**src/rtl/romSeqPkg.sv**
```systemverilog
package romSeqPkg;

  typedef enum logic [1:0] {
    XFER_BYTE = 2'd0,
    XFER_HALF = 2'd1,
    XFER_WORD = 2'd2,
    XFER_LINE = 2'd3
  } xferSize_t;

  typedef enum logic [1:0] {
    ST_IDLE,
    ST_RUN,
    ST_LAST,
    ST_FIN
  } seqState_t;

  // strobes from control to datapath
  typedef struct packed {
    logic load;     // latch a new request
    logic step;     // advance to the next line beat
    logic present;  // drive address and enables this cycle
  } seqStrobe_t;

endpackage

```
**src/rtl/romSeqCtrl.sv**
```systemverilog
module romSeqCtrl
  import romSeqPkg::*;
#(
  parameter int LINE_BEATS = 4
) (
  input  logic       clk,
  input  logic       rstN,
  input  logic       reqValid,
  input  xferSize_t  reqSize,
  input  logic       romOff,
  output seqStrobe_t strobe,
  output logic       busy,
  output logic       done,
  output logic       err
);

  localparam int BEAT_W = (LINE_BEATS > 1) ? $clog2(LINE_BEATS) : 1;
  localparam logic [BEAT_W-1:0] LAST_LINE_BEAT = BEAT_W'(LINE_BEATS - 1);

  seqState_t         state;
  logic [BEAT_W-1:0] beatCnt;
  logic [BEAT_W-1:0] lastBeat;
  logic              canAccept;
  logic              accept;

  assign canAccept = (state == ST_IDLE) || (state == ST_FIN);
  assign accept    = reqValid && canAccept;
  assign busy      = (state == ST_RUN) || (state == ST_LAST);

  always_comb begin
    strobe         = '0;
    strobe.load    = accept && !romOff;
    strobe.present = (state == ST_RUN);
    strobe.step    = (state == ST_RUN) && (beatCnt != lastBeat);
  end

  always_ff @(posedge clk) begin
    if (!rstN) begin
      state    <= ST_IDLE;
      beatCnt  <= '0;
      lastBeat <= '0;
      done     <= 1'b0;
      err      <= 1'b0;
    end else begin
      done <= 1'b0;
      err  <= 1'b0;
      unique case (state)
        ST_IDLE, ST_FIN: begin
          if (accept) begin
            if (romOff) begin
              state <= ST_FIN;
              done  <= 1'b1;
              err   <= 1'b1;
            end else begin
              state    <= ST_RUN;
              beatCnt  <= '0;
              lastBeat <= (reqSize == XFER_LINE) ? LAST_LINE_BEAT : '0;
            end
          end else begin
            state <= ST_IDLE;
          end
        end
        ST_RUN: begin
          if (beatCnt == lastBeat) state <= ST_LAST;
          else beatCnt <= beatCnt + 1'b1;
        end
        ST_LAST: begin
          state <= ST_FIN;
          done  <= 1'b1;
        end
        default: state <= ST_IDLE;
      endcase
    end
  end


  done_on_busy_fall_chk: assert property (@(posedge clk) disable iff (!rstN)
    $fell(busy) |-> done);


  err_with_done_chk: assert property (@(posedge clk) disable iff (!rstN)
    err |-> (done && !busy));


  busy_from_request_chk: assert property (@(posedge clk) disable iff (!rstN)
    $rose(busy) |-> $past(reqValid));

endmodule

```
**src/rtl/romSeqDatapath.sv**
```systemverilog
module romSeqDatapath
  import romSeqPkg::*;
#(
  parameter int BYTE_ADDR_W   = 15,
  parameter int SIZE_CODE_W   = 3,
  parameter int MIN_VALID_TOP = 8,
  parameter int LINE_BEATS    = 4,
  parameter int DATA_W        = 32
) (
  input  logic                   clk,
  input  logic                   rstN,
  input  seqStrobe_t             strobe,
  input  logic [BYTE_ADDR_W-1:0] reqAddr,
  input  xferSize_t              reqSize,
  input  logic [SIZE_CODE_W-1:0] romSizeCode,
  input  logic [DATA_W-1:0]      romData,
  output logic [BYTE_ADDR_W-3:0] romAddr,
  output logic [1:0]             romEnN,
  output logic [DATA_W-1:0]      rdData,
  output logic                   rdValid
);

  localparam int WADDR_W = BYTE_ADDR_W - 2;
  localparam int WRAP_W  = (LINE_BEATS > 1) ? $clog2(LINE_BEATS) : 1;
  localparam int LANES   = DATA_W / 8;

  logic [WADDR_W-1:0]     wordPtr;
  logic [1:0]             offQ;
  xferSize_t              sizeQ;
  logic [SIZE_CODE_W-1:0] codeQ;
  logic [WADDR_W-1:0]     addrMask;
  logic [LANES-1:0]       laneMask;
  logic [DATA_W-1:0]      maskedData;
  logic                   wide;

  // address bits allowed by the fitted ROM size
  for (genvar i = 0; i < WADDR_W; i++) begin : g_mask
    assign addrMask[i] = (codeQ != '0) && (i < int'(codeQ) + MIN_VALID_TOP - 2);
  end

  assign wide    = (sizeQ == XFER_WORD) || (sizeQ == XFER_LINE);
  assign romAddr = strobe.present ? (wordPtr & addrMask) : '0;

  always_comb begin
    if (!strobe.present) romEnN = 2'b11;
    else if (wide)       romEnN = 2'b00;
    else if (offQ[1])    romEnN = 2'b01;
    else                 romEnN = 2'b10;
  end

  // lane LANES-1 holds byte offset 0 (big-endian)
  always_comb begin
    unique case (sizeQ)
      XFER_BYTE: laneMask = LANES'(4'b1000 >> offQ);
      XFER_HALF: laneMask = offQ[1] ? LANES'(4'b0011) : LANES'(4'b1100);
      default:   laneMask = '1;
    endcase
  end

  for (genvar b = 0; b < LANES; b++) begin : g_lane
    assign maskedData[8*b +: 8] = laneMask[b] ? romData[8*b +: 8] : 8'h00;
  end

  always_ff @(posedge clk) begin
    if (!rstN) begin
      wordPtr <= '0;
      offQ    <= '0;
      sizeQ   <= XFER_BYTE;
      codeQ   <= '0;
      rdData  <= '0;
      rdValid <= 1'b0;
    end else begin
      rdValid <= strobe.present;
      if (strobe.present) rdData <= maskedData;
      if (strobe.load) begin
        wordPtr <= reqAddr[BYTE_ADDR_W-1:2];
        offQ    <= reqAddr[1:0];
        sizeQ   <= reqSize;
        codeQ   <= romSizeCode;
      end else if (strobe.step) begin
        wordPtr[WRAP_W-1:0] <= wordPtr[WRAP_W-1:0] + 1'b1;
      end
    end
  end


  narrow_one_half_chk: assert property (@(posedge clk) disable iff (!rstN)
    (strobe.present && !wide) |-> ($countones(romEnN) == 1));


  line_wrap_chk: assert property (@(posedge clk) disable iff (!rstN)
    (strobe.present && $past(strobe.present) && sizeQ == XFER_LINE)
      |-> (romAddr[WRAP_W-1:0] == $past(romAddr[WRAP_W-1:0]) + 1'b1));


  valid_after_enable_chk: assert property (@(posedge clk) disable iff (!rstN)
    rdValid |-> ($past(romEnN) != 2'b11));

endmodule

```
**src/rtl/romAccessSeq.sv**
```systemverilog
module romAccessSeq
  import romSeqPkg::*;
#(
  parameter int BYTE_ADDR_W   = 15,
  parameter int SIZE_CODE_W   = 3,
  parameter int MIN_VALID_TOP = 8,
  parameter int LINE_BEATS    = 4,
  parameter int DATA_W        = 32
) (
  input  logic                   clk,
  input  logic                   rstN,
  input  logic                   reqValid,
  input  logic [BYTE_ADDR_W-1:0] reqAddr,
  input  logic [1:0]             reqSize,
  input  logic [SIZE_CODE_W-1:0] romSizeCode,
  output logic [BYTE_ADDR_W-3:0] romAddr,
  output logic [1:0]             romEnN,
  input  logic [DATA_W-1:0]      romData,
  output logic [DATA_W-1:0]      rdData,
  output logic                   rdValid,
  output logic                   busy,
  output logic                   done,
  output logic                   err
);

  seqStrobe_t strobe;
  xferSize_t  sizeIn;

  assign sizeIn = xferSize_t'(reqSize);

  romSeqCtrl #(.LINE_BEATS(LINE_BEATS)) i_ctrl (
    .clk     (clk),
    .rstN    (rstN),
    .reqValid(reqValid),
    .reqSize (sizeIn),
    .romOff  (romSizeCode == '0),
    .strobe  (strobe),
    .busy    (busy),
    .done    (done),
    .err     (err)
  );

  romSeqDatapath #(
    .BYTE_ADDR_W  (BYTE_ADDR_W),
    .SIZE_CODE_W  (SIZE_CODE_W),
    .MIN_VALID_TOP(MIN_VALID_TOP),
    .LINE_BEATS   (LINE_BEATS),
    .DATA_W       (DATA_W)
  ) i_dp (
    .clk        (clk),
    .rstN       (rstN),
    .strobe     (strobe),
    .reqAddr    (reqAddr),
    .reqSize    (sizeIn),
    .romSizeCode(romSizeCode),
    .romData    (romData),
    .romAddr    (romAddr),
    .romEnN     (romEnN),
    .rdData     (rdData),
    .rdValid    (rdValid)
  );


  enable_only_busy_chk: assert property (@(posedge clk) disable iff (!rstN)
    (romEnN != 2'b11) |-> busy);

endmodule

```
**config.mk**
```make
export PLATFORM = sky130hd
export DESIGN_NAME = romAccessSeq
export DESIGN_NICKNAME = d
export VERILOG_FILES = /design/src/rtl/romSeqPkg.sv /design/src/rtl/romSeqCtrl.sv /design/src/rtl/romSeqDatapath.sv /design/src/rtl/romAccessSeq.sv
export SDC_FILE = /design/constraint.sdc
export NUM_CORES = 1
export LEC_CHECK = 0
export CAP_MARGIN = 20
export CORE_MARGIN = 3
export CORE_UTILIZATION = 30
export CTS_BUF_LIST = sky130_fd_sc_hd__clkbuf_4 sky130_fd_sc_hd__clkbuf_8
export CTS_CLUSTER_DIAMETER = 30
export DETAILED_ROUTE_END_ITERATION = 8
export DONT_BUFFER_PORTS = 1
export PLACE_DENSITY = 0.41
export SLEW_MARGIN = 20
export SYNTH_ARGS = -nofsm -noshare
export SYNTH_HDL_FRONTEND = slang
export SYNTH_SLANG_ARGS = --single-unit
```
**constraint.sdc**
```tcl
create_clock -name clk -period 3.6 [get_ports clk]
set_input_delay 0.36 -clock clk [delete_from_list [all_inputs] [get_ports clk]]
set_output_delay 0.36 -clock clk [all_outputs]
set_load 0.01 [all_outputs]
```
==> flow_metrics.py <==
metrics = {
    "sta": {
        "setup_slack_ps": 1350,
        "fmax_mhz": 445,
        "setup_viol": 0,
        "rsz0062_at_grt": "no",
        "final.period_utilization": 0.625,
        "finalCriticalPeriod_ps": 2250,
        "fin_skew_ps": 4.05,
        "finalMaxSlewViolations": 0,
        "tns_ps": 0,
        "hold_violations": 0,
        "timing.hold.ws_ps": 154,
        "worst_pin_slew_ps": 1040,
        "slew_headroom": 0.307,
    },
    "status": {
        "status": "complete, no violations",
    },
    "placed_design": {
        "postPlaceCellArea_sq_um": 2590,
        "dpl.cell_count": 377,
        "place_congestion": 0.728,
        "io_buffers": 0,
        "post-place-ws_ps": 1400,
        "dp_hpwl_microns": 4710,
    },
    "cts": {
        "post_cts_buffers": 0,
        "ctsResizeCount": 0,
        "numCtsBuffers": 9,
        "numClockSinks": 60,
        "cts.clk_slew.worst_paths_ps": 70,
        "cts_tree": "built",
        "cts-root-buf": "clkbuf_8",
        "hold_buffers": 0,
        "clock_latency_ps": 330,
        "h-tree-depth": 3,
        "cts_buffer_depth": 2,
    },
    "routing": {
        "highest_layer": "met4",
        "drt-total-wl_microns": 6640,
        "wirelength_met1_microns": 2880,
        "wl_met3_microns": 657,
        "avgViaCountPerCell": 5.18,
        "wl_met2_microns": 3050,
        "drt_iter0_drc": 37,
        "post_drt_wl_per_cell_microns": 16.9,
        "firstDrtPassIters": 4,
        "via_count": 2035,
        "ant_nets": 0,
        "drc": 0,
    },
    "yosys": {
        "yosys_most_used_dff": "dfxtp_1",
        "async_flop_share": 0,
        "yosys_warnings": 0,
        "synth-xor-area-share": 0,
        "synth.cell_area_sq_um": 2520,
        "synth_compound_area_frac": 0.231,
        "synth_adder_area_share": 0.0347,
        "synth_area_leaders": "dfxtp_1, nand2_1, o31ai_1, a22o_1, a21oi_1",
        "syn_nets": 349,
        "synth_top_family_by_area": "compound AO/OA/AOI/OAI gates",
        "ys_ff_latch": 60,
        "synth-simple-area-share": 0.183,
        "synth_area_leader_cell": "dfxtp_1",
        "muxShareOfSynthArea": 0.00446,
        "yosysTopAreaCellShare": 0.476,
        "synth_edf_count": 0,
        "synth_cell_types": 44,
        "yosysSeqAreaShare": 0.476,
        "netlist_instances": 287,
        "syn_area_per_cell_sq_um": 8.79,
    },
    "layout": {
        "finalInstanceArea_sq_um": 2790,
        "final_util": 0.352,
        "fill_cells": 873,
        "syn_to_final_growth_pct": 10.6,
        "fin_cells": 393,
        "drive_gt1_frac": 0.0928,
        "num-nets-final": 348,
        "antenna_cells": 0,
    },
    "floorplan": {
        "fp.dieW_microns": 97.7,
        "fp.dieH_microns": 97.7,
        "io_pins": 106,
        "coreArea_sq_um": 7930,
        "die_area_sq_um": 9540,
        "placementRows": 32,
        "start_util": 0.318,
    },
    "setup_path": {
        "worstPathMaxFanout": 12,
        "cp.arrival_ps": 1890,
        "endpoint_kind": "output port",
        "crit_required_ps": 3240,
        "start_kind": "register",
        "crit_type": "register to output port",
    },
    "global_routing": {
        "track_usage": 0.141,
        "grt_pass1_vias": 2073,
        "grt_max_degree": 28,
        "grt_pass1_wl_microns": 10800,
        "overflow": 0,
        "antenna_found_initial": 0,
    },
    "flow_run": {
        "cap_violations": 0,
    },
    "hold_path": {
        "hp-class": "primary input to register",
    },
    "power_and_ir_drop": {
        "power.leakage_nw": 1.10,
        "total_power_mw": 1.67,
        "cellPowerDensity_nw_per_um2": 600,
        "peakVddDrop_mv": 0.245,
    },
}
## power breakdown
group | leakage, nW | switching, mW | internal (mW) | total [mW]
Combinational | 0.511 | 0.193 | 0.0935 | 0.287
Clock | 0.0983 | 0.271 | 0.337 | 0.608
Sequential | 0.488 | 0.0562 | 0.724 | 0.780
## per-layer routing
metal | GRT usage | vias up
met5 | 0 | -
met4 | 0.0330 | 0
met3 | 0.0797 | 6
met2 | 0.219 | 79
met1 | 0.169 | 948
li1 | - | 1002
## placed cells by master (no fill, tap or decap), drive strengths merged, types with 2 or more instances in the layout
master    instances
dfxtp            60
nand2            58
inv              27
a21oi            21
o31ai            19
a22o             16
and3             11
clkbuf           10
o21ai             9
ha                7
nor2              6
nand3             6
nor3              3
a32oi             3
a31oi             3
clkinv            3
nand2b            2
nor2b             2
o311a             2
clkinvlp          2
buf               2
or4               2
## worst paths after layout
kind / startpoint / to / slack [ps] / cells after the start
setup / recovery: i_ctrl.state[1]$_SDFFE_PN0N_ / romAddr[9] / 1350 / 4
hold / removal: romData[19] / i_dp.rdData[19]$_SDFFE_PN0P_ / 150 / 1
setup reg to reg: i_ctrl.state[0]$_SDFFE_PN0N_ / i_ctrl.beatCnt[0]$_SDFFE_PN0P_ / 1430 / 5
hold reg to reg: i_dp.wordPtr[10]$_SDFFE_PN0P_ / i_dp.wordPtr[10]$_SDFFE_PN0P_ / 450 / 2
## cells in the mapped netlist, drive strengths merged (6+ instances only)
library cell and number:
dfxtp 60, nand3 6, o21ai 9, o31ai 19, a22o 16, and3 11, nor2 6, nand2 58
buf 11, inv 27, ha 7, a21oi 21
## logic make-up after synthesis
group	Yosys count
AO/OA/AOI/OAI	80
adder cells (fa/ha/maj)	7
buffers and inverters	41
flip-flops	60
multiplexers	1
AND/OR/NAND/NOR	98
## area by class of cell
type | count | area, sq um | share of cell area
multi-input cells | 186 | 1140 | 0.410
well taps | 102 | 128 | 0.0457
flip-flops and latches | 60 | 1200 | 0.430
repair buffers | 2 | 15.0 | 0.00538
clock inverters | 6 | 63.8 | 0.0229
inverters | 27 | 101 | 0.0363
clock buffers | 10 | 138 | 0.0493
## critical path: stages, from the launching register on
cell,delay (ps)
dfxtp_1,320
inv_1,70
ha_1,390
o31ai_1,230
nor4b_1,550
## flip-flops by register name, indices dropped and copies added, names as in the netlist
signal	cells
i_dp.wordPtr	13
i_dp.rdData	32
i_ctrl.state	2
i_dp.offQ	2
i_ctrl.lastBeat	1
i_dp.rdValid	1
i_dp.codeQ	3
i_ctrl.err	1
i_dp.sizeQ	2
i_ctrl.beatCnt	2
i_ctrl.done	1
Power figures use the tool's default switching activity.
